**src/rtl/tpg_pkg.sv**
```systemverilog
package tpg_pkg;

    typedef enum logic [1:0] {
        ST_FIRST  = 2'd0,
        ST_MIDDLE = 2'd1,
        ST_FINAL  = 2'd2
    } seq_state_e;

endpackage

```
**src/rtl/tpg_stage.sv**
```systemverilog
module tpg_stage #(
    parameter bit IS_T    = 1'b0,
    parameter bit HAS_INV = 1'b0,
    parameter bit RST_BIT = 1'b0
) (
    input  logic clk,
    input  logic rst_n,
    input  logic en,
    input  logic shift_in,
    input  logic corr,
    output logic q
);

    logic d_next;
    logic drive;

    assign drive = shift_in ^ corr;

    generate
        if (IS_T && HAS_INV) begin : g_t_inv
            assign d_next = ~(q ^ drive);
        end else if (IS_T) begin : g_t
            assign d_next = q ^ drive;
        end else if (HAS_INV) begin : g_d_inv
            assign d_next = ~drive;
        end else begin : g_d
            assign d_next = drive;
        end
    endgenerate

    always_ff @(posedge clk or negedge rst_n) begin
        if (!rst_n) begin
            q <= RST_BIT;
        end else if (en) begin
            q <= d_next;
        end
    end

endmodule

```
**src/rtl/tpg_decoder.sv**
```systemverilog
module tpg_decoder #(
    parameter int           W      = 3,
    parameter int           N      = 6,
    parameter logic [W-1:0] T_MASK = '0,
    parameter logic [W-1:0] I_MASK = '0
) (
    input  logic [W-1:0] q,
    input  logic [W-1:0] req_tab [N],
    output logic [W-1:0] corr
);

    logic [W-1:0] shift_vec;

    assign shift_vec = {q[W-2:0], q[W-1]};

    always_comb begin
        corr = '0;
        for (int k = 0; k < N; k++) begin
            if (q == req_tab[k]) begin
                corr = shift_vec ^ (T_MASK & q) ^ I_MASK ^ req_tab[(k + 1) % N];
            end
        end
    end

endmodule

```
**src/rtl/tpg_seq_fsm.sv**
```systemverilog
module tpg_seq_fsm
    import tpg_pkg::*;
#(
    parameter int N  = 6,
    parameter int IW = (N > 1) ? $clog2(N) : 1
) (
    input  logic clk,
    input  logic rst_n,
    input  logic en,
    output logic done
);

    seq_state_e state;
    seq_state_e state_nx;
    logic [IW-1:0] idx;
    logic [IW-1:0] idx_nx;

    always_comb begin
        state_nx = state;
        idx_nx   = idx;
        if (en) begin
            unique case (state)
                ST_FIRST: begin
                    idx_nx   = IW'(1);
                    state_nx = (N == 2) ? ST_FINAL : ST_MIDDLE;
                end
                ST_MIDDLE: begin
                    idx_nx   = idx + IW'(1);
                    state_nx = (idx == IW'(N - 2)) ? ST_FINAL : ST_MIDDLE;
                end
                ST_FINAL: begin
                    idx_nx   = '0;
                    state_nx = ST_FIRST;
                end
                default: begin
                    idx_nx   = '0;
                    state_nx = ST_FIRST;
                end
            endcase
        end
    end

    always_ff @(posedge clk or negedge rst_n) begin
        if (!rst_n) begin
            state <= ST_FIRST;
            idx   <= '0;
        end else begin
            state <= state_nx;
            idx   <= idx_nx;
        end
    end

    always_comb begin
        done = (state == ST_FINAL);
    end

endmodule

```
**src/rtl/ring_tpg.sv**
```systemverilog
module ring_tpg #(
    parameter int                W      = 3,
    parameter int                N      = 6,
    parameter int                IW     = (N > 1) ? $clog2(N) : 1,
    parameter int                PW     = (W > 1) ? $clog2(W) : 1,
    parameter logic [N*W-1:0]    VECS   = {3'd2, 3'd7, 3'd4, 3'd3, 3'd6, 3'd1},
    parameter logic [N*IW-1:0]   ORDER  = {3'd5, 3'd4, 3'd3, 3'd2, 3'd1, 3'd0},
    parameter logic [W*PW-1:0]   PERM   = {2'd2, 2'd1, 2'd0},
    parameter logic [W-1:0]      T_MASK = 3'b010,
    parameter logic [W-1:0]      I_MASK = 3'b010
) (
    input  logic         clk,
    input  logic         rst_n,
    input  logic         en,
    output logic [W-1:0] pattern_o,
    output logic         done_o
);

    // Vector k of the play order, laid out in ring-stage positions.
    function automatic logic [W-1:0] ring_word(input int k);
        logic [W-1:0] w;
        int           src;
        w   = '0;
        src = int'(ORDER[k*IW +: IW]);
        for (int p = 0; p < W; p++) begin
            w[p] = VECS[src*W + int'(PERM[p*PW +: PW])];
        end
        return w;
    endfunction

    localparam logic [W-1:0] FIRST_WORD = ring_word(0);

    logic [W-1:0] q;
    logic [W-1:0] corr;
    logic [W-1:0] req_tab [N];

    generate
        for (genvar k = 0; k < N; k++) begin : g_tab
            assign req_tab[k] = ring_word(k);
        end

        for (genvar j = 0; j < W; j++) begin : g_stage
            tpg_stage #(
                .IS_T    (T_MASK[j]),
                .HAS_INV (I_MASK[j]),
                .RST_BIT (FIRST_WORD[j])
            ) u_stage (
                .clk      (clk),
                .rst_n    (rst_n),
                .en       (en),
                .shift_in (q[(j + W - 1) % W]),
                .corr     (corr[j]),
                .q        (q[j])
            );
        end
    endgenerate

    tpg_decoder #(
        .W      (W),
        .N      (N),
        .T_MASK (T_MASK),
        .I_MASK (I_MASK)
    ) u_dec (
        .q       (q),
        .req_tab (req_tab),
        .corr    (corr)
    );

    tpg_seq_fsm #(
        .N  (N),
        .IW (IW)
    ) u_fsm (
        .clk   (clk),
        .rst_n (rst_n),
        .en    (en),
        .done  (done_o)
    );

    always_comb begin
        pattern_o = '0;
        for (int p = 0; p < W; p++) begin
            pattern_o[PERM[p*PW +: PW]] = q[p];
        end
    end

endmodule

```
**config.mk**
```make
export PLATFORM = sky130hd
export DESIGN_NAME = ring_tpg
export DESIGN_NICKNAME = d
export VERILOG_FILES = /design/src/rtl/tpg_pkg.sv /design/src/rtl/tpg_stage.sv /design/src/rtl/tpg_decoder.sv /design/src/rtl/tpg_seq_fsm.sv /design/src/rtl/ring_tpg.sv
export SDC_FILE = /design/constraint.sdc
export NUM_CORES = 1
export LEC_CHECK = 0
export ABC_AREA = 1
export CORE_MARGIN = 8
export CORE_UTILIZATION = 23
export DETAILED_ROUTE_END_ITERATION = 10
export PLACE_DENSITY = 0.48
export REMOVE_ABC_BUFFERS = 1
export SLEW_MARGIN = 20
export SYNTH_ARGS = -nofsm -noshare
export SYNTH_HDL_FRONTEND = slang
export SYNTH_HIERARCHICAL = 1
export SYNTH_SLANG_ARGS = --single-unit
export TNS_END_PERCENT = 5
```
**constraint.sdc**
```tcl
create_clock -name clk -period 3.5 [get_ports clk]
set_input_delay 0.7 -clock clk [delete_from_list [all_inputs] [get_ports clk]]
set_output_delay 0.7 -clock clk [all_outputs]
set_load 0.02 [all_outputs]
```
Word-level counts from Yosys, hierarchy flattened
Cells that the tools add are included.
{"block": "totals", "reg_bits": 8, "in_bits": 3, "out_inout_bits": 4, "wordCells": 37}
{"block": "classes", "add_sub_neg": 1, "eq_ne": 9, "n_mux": 9, "bitwise": 12, "reduce_logical": 1}
{"op": "$mux 3", "n": 6}
{"op": "$eq 3x3->1 const B", "n": 4}
{"op": "$eq 3x2->1 const B", "n": 2}
{"op": "$pmux 3 s2", "n": 1}
{"op": "$not 1->1", "n": 4}
{"op": "$not 2->2", "n": 2}
{"op": "$pmux 2 s2", "n": 1}
{"op": "$xor 1x1->1", "n": 4}
{"op": "$add 3x1->3 const B", "n": 1}
{"op": "$eq 3x1->1 const B", "n": 1}
{"op": "$not 3->3", "n": 1}
{"op": "$xor 3x2->3", "n": 1}
{"op": "$eq 2x1->1 const B", "n": 1}
{"op": "$eq 2x2->1 const B", "n": 1}
{"op": "$logic_not 2->1", "n": 1}
{"op": "$mux 2", "n": 1}

Logic depth before layout (Yosys ltp)
{"block": "logic_depth", "word_depth": 12, "depth_mapped": 19, "mapped_depth_nobuf": 18}

By module
Netlist, hierarchy kept.
{"module": "tpg_decoder", "n_inst": 1, "cells_per_inst": 138, "area_per_inst_um2": 726.9, "seq_area_each_um2": 0.0}
{"module": "tpg_seq_fsm", "n_inst": 1, "cells_per_inst": 34, "area_per_inst_um2": 264.0, "seq_area_each_um2": 125.1}
{"module": "tpg_stage (g_stage[1].u_stage)", "n_inst": 1, "cells_per_inst": 10, "area_per_inst_um2": 62.6, "seq_area_each_um2": 25.0}
{"module": "tpg_stage (g_stage[0].u_stage)", "n_inst": 1, "cells_per_inst": 9, "area_per_inst_um2": 57.6, "seq_area_each_um2": 26.3}
{"module": "tpg_stage (g_stage[2].u_stage)", "n_inst": 1, "cells_per_inst": 9, "area_per_inst_um2": 56.3, "seq_area_each_um2": 25.0}
{"module": "ring_tpg", "n_inst": 1, "cells_per_inst": 2, "area_per_inst_um2": 7.5, "seq_area_each_um2": 0.0}

Worst setup path after synthesis
Ideal clock, no wire load.
{"block": "synth_timing", "path_type": "register to register", "start": "reg g_stage[0].u_stage.q", "end": "reg g_stage[1].u_stage.q", "setup_ns": 0.119, "arrival_ns": 1.741, "required_ns": 3.381, "slack_ns": 1.640, "stages_incl_launch_ff": 17, "path_buffers": 1, "period_less_slack_ns": 1.860, "cell_sequence": "dfstp_2 buf_6 inv_2 nand2_1 nand2_1 nor3b_2 nand3_1 o211ai_1 nand2_1 nand2_1 nand2_1 o21ai_2 inv_1 nand2_1 nand3_1 nand2_1 nand2_1"}
{"block": "synth_via", "elab_chain_len": 12, "elab_cells_between_ends": 20, "classes_between": "6 x eq/ne; 6 x mux; 8 x bitwise"}
{"element": "start, declared", "line_no": "tpg_stage.sv:11", "source": "output logic q"}
{"element": "start signal, assigned", "line_no": "tpg_stage.sv:35", "source": "q <= d_next;"}
{"element": "$xor 3x2->3", "line_no": "tpg_decoder.sv:20", "source": "corr = shift_vec ^ (T_MASK & q) ^ I_MASK ^ req_tab[(k + 1) % N];"}
{"element": "$not 1->1 (no line)"}
{"element": "$not 2->2 (no line)"}
{"element": "$mux 3 (5 in a row)", "line_no": "tpg_decoder.sv:19", "source": "if (q == req_tab[k]) begin"}
{"element": "$mux 3 (*)", "line_no": "tpg_decoder.sv:19"}
{"element": "net corr[1]", "line_no": "ring_tpg.sv:34", "source": "logic [W-1:0] corr;"}
{"element": "$xor 1x1->1 (*)", "line_no": "tpg_stage.sv:17", "source": "assign drive = shift_in ^ corr;"}
{"element": "$xor 1x1->1 (*)", "line_no": "tpg_stage.sv:21", "source": "assign d_next = ~(q ^ drive);"}
{"element": "$not 1->1 (*)", "line_no": "tpg_stage.sv:21"}
{"element": "end signal, assigned", "line_no": "tpg_stage.sv:35"}
{"element": "end, declared", "line_no": "tpg_stage.sv:11"}
The timed path passes the listed nets; every way through them passes the cells marked *.
A chain may end at the register's enable or synchronous reset.

Worst setup path in the final report
{"block": "layout_timing", "start": "reg g_stage[1].u_stage.q", "end": "out pattern_o[1]"}
{"element": "end, declared", "line_no": "ring_tpg.sv:15", "source": "output logic [W-1:0] pattern_o,"}
No word-level cell between the ends.

==> summary.md <==
| Metric | Value |
|---|---|
| Synthesized cell area | `1170 um^2` |
| Hold path depth | `2` |
| IO buf count | `6` |
| Hold Path Class | `flop to flop` |
| R2r endpoint | `g_stage[2].u_stage/q` |
| Fmax | `0.405 GHz` |
| Antenna Cells | `0` |
| Nets | `263` |
| Largest delay share family, worst path | `flip-flops` |
| Largest net degree at the start of global routing | `19` |
| Cells on worst reg2reg path | `11` |
| Global-route wire length before repair | `4.52 mm` |
| Final Hold Vio Count | `0` |
| Met2 Use GR | `10.7%` |
| Worst endpoint data arrival time | `1770 ps` |
| Core area | `5010 um^2` |
| Skew final | `4.82 ps` |
| Post-synth top area share | `24.0%` |
| Die span in y | `87.5 um` |
| Routed vias | `1139` |
| # hold bufs at CTS | `0` |
| RSZ-0062 raised after global routing | `no` |
| Leak | `0.833 nW` |
| CTS tree | `built` |
| PwrDens | `694 nW/um^2` |
| Drt pass-1 iters | `4` |
| Sw frac | `53.1%` |
| Crit path capture type | `output port` |
| Logic pwr share | `66.2%` |
| DP Area | `1480 um^2` |
| Vias in the first global route | `1005` |
| DRT iter0 DRCs | `53` |
| Max Cap Violations | `0` |
| Layout cells sized above 1 | `10.9%` |
| Tmin final | `2470 ps` |
| Gp weighted congestion | `0.766` |
| Final instance area | `1520 um^2` |
| WL/cell | `7.86 um` |
| Yosys reg bits | `8` |
| Post-DRT Antenna Nets | `0` |
| Tot Pwr | `0.00106 W` |
| TritonCTS buffer count | `3` |
| CTS root buf | `clkbuf_8` |
| Setup-violating endpoint count in the final report | `0` |
| Initial Util | `23.5%` |
| Most common cell after layout, fill and taps aside | `nand2_1` |
| Clock Path Buffers | `2` |
| CP Depth | `1` |
| Layout area overhead | `29.5%` |
| Flop-to-flop setup slack | `1310 ps` |
| Max FO, Critical Path | `18` |
| Tot GR Track Use | `7.38%` |
| Crit path to | `pattern_o[1]` |
| Die W | `87.5 um` |
| Core Rows | `26` |
| Fin Hold WS | `534 ps` |
| Slowest stage delay, CP | `800 ps` |
| Slew headroom | `51.9%` |
| Setup TNS | `0 ps` |
| R2R Path Start | `g_stage[1].u_stage/q` |
| Layout filler cell count | `575` |
| Yosys top cell by area | `nand2_1` |
| Worst vdd ir | `0.000285 V` |
| Grt ovf | `0` |
| Clock sinks | `8` |
| Met3 Track Usage GR | `1.13%` |
| Clock share of power | `11.2%` |
| Global routing's busiest layer | `met2` |
| Sequential fraction of design power | `22.6%` |
| Outcome | `finished clean` |
| Max Slew Vio Count | `0` |
| Clk Latency, worst-skew pair | `230 ps` |
| Mapped Avg Cell Area | `5.82 um^2` |
| # IOs | `7` |
| Crit path launch | `g_stage[1].u_stage/q` |
| Area contributors post-synth | `nand2_1 24%, dfrtp_1 15%, inv_1 9.9%` |
| Post-cts sizing count | `0` |
| Crit Path Category | `flop to output port` |
| Final HPWL from detailed placement | `2.03 mm` |
| Grt met1 use | `10.7%` |
| Htree depth | `1` |
| Average vias per placed instance | `3.48` |
| DRC viols | `0` |
| Initial antenna violation count | `0` |
| Slew @ Worst Pin | `722 ps` |
| Synth warn | `6` |
| Switching power | `0.000561 W` |
| Routed wire length | `2.57 mm` |
| Post-Synthesis Cells | `202` |
| Crit path buf inv count | `1` |
| Setup Buffers After CTS | `0` |
| Startpoint types | `flop` |
| Post-synth cell types | `28` |
| Total die area | `7650 um^2` |
| Seq/Total Area, Yosys | `17.1%` |
| CP max stage cell | `dfrtp_1` |
| Most frequent cells in the layout | `75 x nand2_1, 49 x conb_1, 31 x inv_1` |
| CP Cell Sequence | `clkdlybuf4s50_1` |
| Period utilisation layout | `70.5%` |
| Internal power | `0.000495 W` |
| Required time worst endpoint | `2800 ps` |
| Reg clk slew, reported paths | `40 ps` |
[flip-flops by register name, summed over array words and instances, names as in the netlist]
| signal | flops |
|---|---|
| u_fsm/idx | 3 |
| u_fsm/state | 2 |
| g_stage.u_stage/q | 3 |
[stage by stage]
step / setup WS, ps / utilization (%) / cells
final: 1030 / 30.4 / 327
after global routing: 939 / 30.4 / 327
after CTS: 996 / 30.4 / 327
after detailed placement: 1250 / 29.5 / 323
after global placement: 1260 / 29.5 / 323
after floorplan: 1440 / - / 246
[power by group through the flow]
stage / Combinational (W) / Sequential, W / Clock [W]
floorplan: 0.000525 / 0.000243 / 0
global placement: 0.000700 / 0.000246 / 0
detailed placement: 0.000698 / 0.000246 / 0
CTS: 0.000704 / 0.000245 / 0.000123
global route: 0.000813 / 0.000255 / 0.000130
finish: 0.000700 / 0.000239 / 0.000118
[final cells by class]
cell class	instances	area, um^2	area share, %
Timing Repair Buffer	7	67.6	4.44
Clock buffer	4	45.0	2.96
Inverter	36	135	8.88
Tap cell	70	87.6	5.76
Multi-Input combinational cell	202	985	64.7
Sequential cell	8	201	13.2
[worst min-delay path, stage by stage (launching register included)]
cell and delay (ps):
dfrtp_1 370, nand2_1 60, nand2_1 60
[cells by family after synthesis]
group	after synthesis	synth area share (%)
simple gates	115	42.8
fa+ha+maj	2	2.13
compound gates	24	13.6
other cells	2	0.639
buf+inv	39	14.1
flops	8	17.1
xor+xnor	12	9.58
[how the worst min path moves through the flow]
stage,from,end,slack [ps]
after floorplan,rst_n,g_stage[1].u_stage/q,400
after global placement,u_fsm/idx[1],u_fsm/idx[1],520
final,u_fsm/idx[1],u_fsm/idx[1],530
after detailed placement,u_fsm/idx[1],u_fsm/idx[1],510
after global routing,u_fsm/idx[1],u_fsm/idx[1],590
after CTS,u_fsm/idx[1],u_fsm/idx[1],540
[cells in the mapped netlist (all sizes together)]
cell type / count
dfrtp: 7
nand2: 79
o21ai: 11
a21oi: 12
conb: 2
inv: 36
ha: 2
o211ai: 1
nand3: 13
buf: 3
nand4: 4
xor2: 7
nor2: 17
nor3b: 1
xnor2: 5
dfstp: 1
or2: 1
[layer usage]
metal	part of all wire (%)	vias to the layer above	routed length [um]
met1	57	452	1470
met3	0.93	2	24
met4	0.51	0	13
met5	0	-	0
met2	42	4	1070
li1	-	681	-
Note: power is estimated with default switching activity, not from simulation.
